### config.mk
export PLATFORM = sky130hd
export DESIGN_NAME = tmr_clkgen
export DESIGN_NICKNAME = d
export VERILOG_FILES = /design/src/rtl/tcg_pkg.sv /design/src/rtl/tcg_src_switch.sv /design/src/rtl/tcg_pulse_div.sv /design/src/rtl/tmr_clkgen.sv
export SDC_FILE = /design/constraint.sdc
export NUM_CORES = 1
export LEC_CHECK = 0
export BUFFER_PORTS_ARGS = -buffer_cell sky130_fd_sc_hd__buf_2
export CAP_MARGIN = 10
export CORE_MARGIN = 2
export CORE_UTILIZATION = 30
export CTS_CLUSTER_DIAMETER = 200
export DETAILED_ROUTE_END_ITERATION = 10
export PLACE_DENSITY_LB_ADDON = 0.08
export SLEW_MARGIN = 20
export SYNTH_ARGS = -nofsm -noshare
export SYNTH_HDL_FRONTEND = slang
export SYNTH_SLANG_ARGS = --single-unit
### constraint.sdc
create_clock -name clk -period 2.6 [get_ports clk]
set_input_delay 0.52 -clock clk [delete_from_list [all_inputs] [get_ports clk]]
set_output_delay 0.52 -clock clk [all_outputs]
set_load 0.01 [all_outputs]
### src/rtl/tcg_pkg.sv
`timescale 1ns/1ps
package tcg_pkg;

   localparam logic [1:0] SRC_FAST = 2'd0;
   localparam logic [1:0] SRC_EXT  = 2'd1;
   localparam logic [1:0] SRC_SLOW = 2'd2;
   localparam logic [1:0] SRC_AUX  = 2'd3;   // capture: off, interval: capture clock

   typedef struct packed {
      logic [1:0] cap_div;
      logic [1:0] cap_src;
      logic [1:0] itv_div;
      logic [1:0] itv_src;
   } tcg_cfg_t;

   localparam tcg_cfg_t CFG_RESET = 8'h8F;

   function automatic logic [3:0] cap_ratio(input logic [1:0] code);
      return {1'b0, code, 1'b0} + 4'd2;
   endfunction

   function automatic logic [3:0] itv_ratio(input logic [1:0] code);
      return {2'b00, code} + 4'd1;
   endfunction

endpackage

### src/rtl/tcg_src_switch.sv
`timescale 1ns/1ps
// Guarded source selector: adopts a new selection once both sides have ticked.
module tcg_src_switch #(
   parameter int               SEL_W   = 2,
   parameter logic [SEL_W-1:0] RST_SEL = '0
) (
   input  logic                    clk,
   input  logic                    rst_n,
   input  logic [(1<<SEL_W)-1:0]   tick_vec,
   input  logic [(1<<SEL_W)-1:0]   ready_vec,
   input  logic [SEL_W-1:0]        req_sel,
   output logic [SEL_W-1:0]        act_sel,
   output logic                    busy,
   output logic                    sel_tick
);
   logic [SEL_W-1:0] act_q;
   logic [SEL_W-1:0] tgt_q;
   logic             seen_old_q;
   logic             seen_new_q;
   logic             old_ok;
   logic             new_ok;

   assign old_ok = seen_old_q | ready_vec[act_q];
   assign new_ok = seen_new_q | ready_vec[tgt_q];

   always_ff @(posedge clk or negedge rst_n) begin
      if (!rst_n) begin
         act_q      <= RST_SEL;
         tgt_q      <= RST_SEL;
         seen_old_q <= 1'b0;
         seen_new_q <= 1'b0;
      end else if (req_sel != tgt_q) begin
         tgt_q      <= req_sel;
         seen_old_q <= 1'b0;
         seen_new_q <= 1'b0;
      end else if (act_q != tgt_q) begin
         if (old_ok && new_ok) begin
            act_q      <= tgt_q;
            seen_old_q <= 1'b0;
            seen_new_q <= 1'b0;
         end else begin
            seen_old_q <= old_ok;
            seen_new_q <= new_ok;
         end
      end
   end

   assign act_sel  = act_q;
   assign busy     = (act_q != tgt_q);
   assign sel_tick = tick_vec[act_q];
endmodule

### src/rtl/tcg_pulse_div.sv
`timescale 1ns/1ps
// Tick divider emitting a registered pulse; restarts when ratio or key moves.
module tcg_pulse_div #(
   parameter int               CNT_W     = 4,
   parameter int               KEY_W     = 2,
   parameter logic [KEY_W-1:0] RST_KEY   = '0,
   parameter logic [CNT_W-1:0] RST_RATIO = '1
) (
   input  logic             clk,
   input  logic             rst_n,
   input  logic             tick,
   input  logic [CNT_W-1:0] ratio,
   input  logic [KEY_W-1:0] key,
   output logic             pulse
);
   localparam int SNAP_W = KEY_W + CNT_W;

   logic [CNT_W-1:0]  cnt_q;
   logic [SNAP_W-1:0] snap_q;
   logic [SNAP_W-1:0] snap_now;
   logic              at_end;

   assign snap_now = {key, ratio};
   assign at_end   = (cnt_q == ratio - CNT_W'(1));

   always_ff @(posedge clk or negedge rst_n) begin
      if (!rst_n) begin
         cnt_q  <= '0;
         snap_q <= {RST_KEY, RST_RATIO};
         pulse  <= 1'b0;
      end else if (snap_now != snap_q) begin
         snap_q <= snap_now;
         cnt_q  <= '0;
         pulse  <= 1'b0;
      end else if (tick) begin
         cnt_q  <= at_end ? '0 : cnt_q + CNT_W'(1);
         pulse  <= at_end;
      end else begin
         pulse  <= 1'b0;
      end
   end
endmodule

### src/rtl/tmr_clkgen.sv
`timescale 1ns/1ps
module tmr_clkgen
   import tcg_pkg::*;
#(
   parameter int                ADDR_W     = 8,
   parameter int                DATA_W     = 8,
   parameter logic [ADDR_W-1:0] CFG_ADDR   = 8'h31,
   parameter int                ITV_PERIOD = 4096
) (
   input  logic              clk,
   input  logic              rst_n,
   input  logic              cfg_we,
   input  logic [ADDR_W-1:0] cfg_addr,
   input  logic [DATA_W-1:0] cfg_wdata,
   output logic [DATA_W-1:0] cfg_rdata,
   input  logic              fast_tick,
   input  logic              xtal_tick,
   input  logic              pin_tick,
   input  logic              slow_tick,
   input  logic              xtal_en,
   output logic              cap_clk_en,
   output logic              itv_clk_en,
   output logic              intv_tick,
   output logic              cap_busy,
   output logic              itv_busy
);
   localparam int DIV_CW   = 4;
   localparam int SEL_W    = 2;
   localparam int N_SRC    = 1 << SEL_W;
   localparam int IVC_W    = $clog2(ITV_PERIOD + 1);
   localparam bit IVC_POW2 = (ITV_PERIOD & (ITV_PERIOD - 1)) == 0;

   if (DATA_W != $bits(tcg_cfg_t)) begin : g_bad_data
      $fatal(1, "DATA_W must match the configuration byte");
   end
   if (ITV_PERIOD < 2) begin : g_bad_period
      $fatal(1, "ITV_PERIOD must be at least 2");
   end

   tcg_cfg_t cfg_q;

   always_ff @(posedge clk or negedge rst_n) begin
      if (!rst_n)                             cfg_q <= CFG_RESET;
      else if (cfg_we && cfg_addr == CFG_ADDR) cfg_q <= cfg_wdata;
   end
   assign cfg_rdata = cfg_q;

   logic             ext_tick;
   logic [N_SRC-1:0] cap_tick_vec;
   logic [N_SRC-1:0] cap_rdy_vec;
   logic [N_SRC-1:0] itv_tick_vec;
   logic [SEL_W-1:0] cap_act;
   logic [SEL_W-1:0] itv_act;
   logic             cap_src_tick;
   logic             itv_src_tick;

   assign ext_tick     = xtal_en ? xtal_tick : pin_tick;
   assign cap_tick_vec = {1'b0, slow_tick, ext_tick, fast_tick};
   assign cap_rdy_vec  = {1'b1, slow_tick, ext_tick, fast_tick};
   assign itv_tick_vec = {cap_clk_en, slow_tick, ext_tick, fast_tick};

   tcg_src_switch #(.SEL_W(SEL_W), .RST_SEL(CFG_RESET.cap_src)) u_cap_sw (
      .clk(clk), .rst_n(rst_n),
      .tick_vec(cap_tick_vec), .ready_vec(cap_rdy_vec), .req_sel(cfg_q.cap_src),
      .act_sel(cap_act), .busy(cap_busy), .sel_tick(cap_src_tick));

   tcg_pulse_div #(.CNT_W(DIV_CW), .KEY_W(SEL_W), .RST_KEY(CFG_RESET.cap_src),
                   .RST_RATIO(cap_ratio(CFG_RESET.cap_div))) u_cap_div (
      .clk(clk), .rst_n(rst_n), .tick(cap_src_tick),
      .ratio(cap_ratio(cfg_q.cap_div)), .key(cap_act), .pulse(cap_clk_en));

   tcg_src_switch #(.SEL_W(SEL_W), .RST_SEL(CFG_RESET.itv_src)) u_itv_sw (
      .clk(clk), .rst_n(rst_n),
      .tick_vec(itv_tick_vec), .ready_vec(itv_tick_vec), .req_sel(cfg_q.itv_src),
      .act_sel(itv_act), .busy(itv_busy), .sel_tick(itv_src_tick));

   tcg_pulse_div #(.CNT_W(DIV_CW), .KEY_W(SEL_W), .RST_KEY(CFG_RESET.itv_src),
                   .RST_RATIO(itv_ratio(CFG_RESET.itv_div))) u_itv_div (
      .clk(clk), .rst_n(rst_n), .tick(itv_src_tick),
      .ratio(itv_ratio(cfg_q.itv_div)), .key(itv_act), .pulse(itv_clk_en));

   if (IVC_POW2) begin : g_ivc_wrap
      localparam int PW = $clog2(ITV_PERIOD);
      logic [PW-1:0] ivc_q;
      always_ff @(posedge clk or negedge rst_n) begin
         if (!rst_n) begin
            ivc_q     <= '0;
            intv_tick <= 1'b0;
         end else begin
            if (cap_clk_en) ivc_q <= ivc_q + PW'(1);
            intv_tick <= cap_clk_en && (&ivc_q);
         end
      end
   end else begin : g_ivc_cmp
      tcg_pulse_div #(.CNT_W(IVC_W), .KEY_W(1), .RST_KEY(1'b0),
                      .RST_RATIO(IVC_W'(ITV_PERIOD))) u_ivc (
         .clk(clk), .rst_n(rst_n), .tick(cap_clk_en),
         .ratio(IVC_W'(ITV_PERIOD)), .key(1'b0), .pulse(intv_tick));
   end
endmodule

==> flow_summary.ini <==
[run_status]
outcome = finished, final reports clean

[clocking]
hold_buffers = 0
htreeDepth = 2
clock_sinks = 53
numCtsBuffers = 5
clk_pin_slew_ns = 0.10
cts_tree = done
cts_root_buf = clkbuf_8
clock_latency_ns = 0.30
cts_setup_buffers = 0
cts_buffer_depth = 2
post_cts_resized = 0

[logic_synthesis]
synth_edf_count = 0
ys_ff_latch = 53
syn_nets = 257
syn_area_um2 = 2580
ys_dominant_reg_cell = dfrtp_1
ys_warn_count = 0
async_flop_share = 1.00
synth_area_per_cell_um2 = 11.5
seq_area_frac_synth = 0.521
netlist_instances = 225
synth.distinct_cells = 40

[drt]
dr.pass1.iters = 2
antenna_left = 0
wl_per_cell_um = 12.9
vias = 1625
wirelength_um = 4630
drtIter0Drc = 41
drc = 0
vias_per_cell = 4.53

[final_layout]
drive_gt1_frac = 0.307
area_growth_pct = 15.3
final_cell_mix = dfrtp_1 (39), buf_2 (36), xnor2_1 (23)
nNetsFinal = 285
seqCellArea_um2 = 1340
layout_commonest_cell = dfrtp_1
diodes = 0
multi_input_area_um2 = 1140
nFillCells = 865

[run]
timing.max_cap.violations = 0

[global_routing]
grt_use_total = 0.105
grt_use_met2 = 0.169
grt_pass1_wl_um = 8070
grt_busiest_layer = met2
met3_usage = 0.0318
grtUsageMet1 = 0.138
first_global_vias = 1685
grt_overflow = 0
antenna_found_initial = 0
grt_max_degree = 22

[sta]
hold_viol_final = 0
finalClockSkew_ns = 0.0109
period_needed_ns = 2.02
final.setup.tns_ns = 0
slew_headroom = 0.664
fin_crit_sh = 0.778
max_slew.worst_pin.slew_ns = 0.501
report.final.slew_viol_count = 0
finalSetupViolCount = 0
rsz0062_at_grt = false
hold_slack_ns = 0.145
max_freq_mhz = 494

[worst_setup_path]
end_kind = flip-flop
slowest_stage = dfrtp_1
critPathLaunchType = flip-flop
max_stage_delay_ns = 0.48
path_max_fanout = 8
path_cells = ha_1 > xor2_1 > and3_1 > o211ai_1 > nand3_1 > a31oi_1
cp.required_ns = 2.82
crit_arrival_ns = 2.25
path_class = reg2reg

[place]
hpwlAfterDp_um = 3440
port_buffers = 36
place_congestion = 0.717

[pwr]
p_sw_frac = 0.297
p_per_area_nw_per_um2 = 760
leakagePower_nw = 1.45
power_frac_comb = 0.213
vdd_drop_max_uv = 279
p_int_mw = 1.59
p_switching_uw = 672
power_frac_clock = 0.291
power_frac_seq = 0.496

[floorplan]
start_util = 0.312
rows = 33
core_area_um2 = 8260
io_pins = 37
die_w_um = 96.7
die_h_um = 96.7
design.die.area_um2 = 9350

[hold_path]
holdCritPathClass = in2async
## power by group through the flow
stage          Sequential, mW  Clock, mW  Combinational (mW)
2_1_floorplan            1.09          0               0.381
3_3_place_gp             1.14          0               0.493
3_5_place_dp             1.14          0               0.494
4_1_cts                  1.12      0.684               0.494
5_1_grt                  1.15      0.713               0.560
6_report                 1.12      0.657               0.481
## synth_stat cells, types with 3 or more instances
cell type | number | share of area
and3_1 | 6 | 0.015
nand4_1 | 3 | 0.0073
mux2_2 | 12 | 0.052
clkbuf_1 | 16 | 0.023
dfrtp_1 | 39 | 0.38
xnor2_1 | 23 | 0.078
nor3_1 | 7 | 0.014
nand2_1 | 13 | 0.019
nand3_1 | 9 | 0.017
dfstp_2 | 14 | 0.14
nor2_1 | 10 | 0.015
inv_1 | 7 | 0.010
a21oi_1 | 6 | 0.012
xor2_1 | 16 | 0.054
and2_1 | 4 | 0.0097
ha_1 | 8 | 0.039
## sequential cells by signal, summed over array words and instances, names as in the netlist, 2 cells and up
name / flops
g_ivc_wrap.ivc_q: 12
u_itv_div.snap_q: 5
u_cap_sw.tgt_q: 2
u_cap_div.snap_q: 5
u_itv_sw.tgt_q: 2
u_cap_div.cnt_q: 4
cfg_rdata: 8
u_cap_sw.act_sel: 2
u_itv_div.cnt_q: 4
u_itv_sw.act_sel: 2
## worst paths after layout
check / start / end / slack [ns] / cells past startpoint
max reg2reg: cfg_rdata[6]$_DFFE_PN0P_ / u_cap_div.cnt_q[3]$_DFFE_PN0P_ / 0.58 / 6
max: cfg_rdata[6]$_DFFE_PN0P_ / u_cap_div.cnt_q[3]$_DFFE_PN0P_ / 0.58 / 6
min reg2reg: cfg_rdata[0]$_DFFE_PN1P_ / u_itv_sw.tgt_q[0]$_DFFE_PN1P_ / 0.39 / 0
max in group asynchronous: rst_n / cfg_rdata[1]$_DFFE_PN1P_ / 1.74 / 2
min in group clk: cfg_rdata[0]$_DFFE_PN1P_ / u_itv_sw.tgt_q[0]$_DFFE_PN1P_ / 0.39 / 0
min: rst_n / g_ivc_wrap.ivc_q[8]$_DFFE_PN0P_ / 0.15 / 1
## worst max-delay path: cells and delay by family, from the launching register on
family	cells	cell delay, ns
adder cells (fa/ha/maj)	1	0.38
XOR/XNOR	1	0.18
flip-flops	1	0.48
AO/OA/AOI/OAI	2	0.59
AND/OR/NAND/NOR	2	0.31
## stage by stage
step | setup slack, ns | area, µm² | cells | util | total power [mW]
after global routing | 0.370 | 2970 | 359 | 0.360 | 2.42
after CTS | 0.563 | 2970 | 359 | 0.360 | 2.30
final | 0.577 | 2970 | 359 | 0.360 | 2.26
after floorplan | 0.676 | 2580 | 225 | - | 1.48
after detailed placement | 0.454 | 2840 | 351 | 0.344 | 1.63
after global placement | 0.464 | 2840 | 351 | 0.344 | 1.63
## cells by family after synthesis
kind of cell | after synthesis | synth area share
AOI/OAI and AO/OA | 17 | 0.0466
xor gates and xnor gates | 39 | 0.133
adders and majority gates | 8 | 0.0388
buffers and inverters | 24 | 0.0354
DFF | 53 | 0.521
muxes | 18 | 0.0835
and+or+nand+nor | 66 | 0.142
## final cells by class
class	instances	area share
Timing Repair Buffer	38	0.0657
Sequential cell	53	0.452
Multi-Input combinational cell	148	0.384
Tap cell	105	0.0442
Clock inverter	3	0.0219
Clock buffer	5	0.0231
Inverter	7	0.00884
## routing by layer
metal	routed length [µm]	up-vias	part of all wire
met5	0	-	0
met4	52	0	0.011
met2	2250	18	0.48
met1	2180	793	0.47
li1	-	810	-
met3	155	4	0.033
Power figures use the tool's default switching activity.
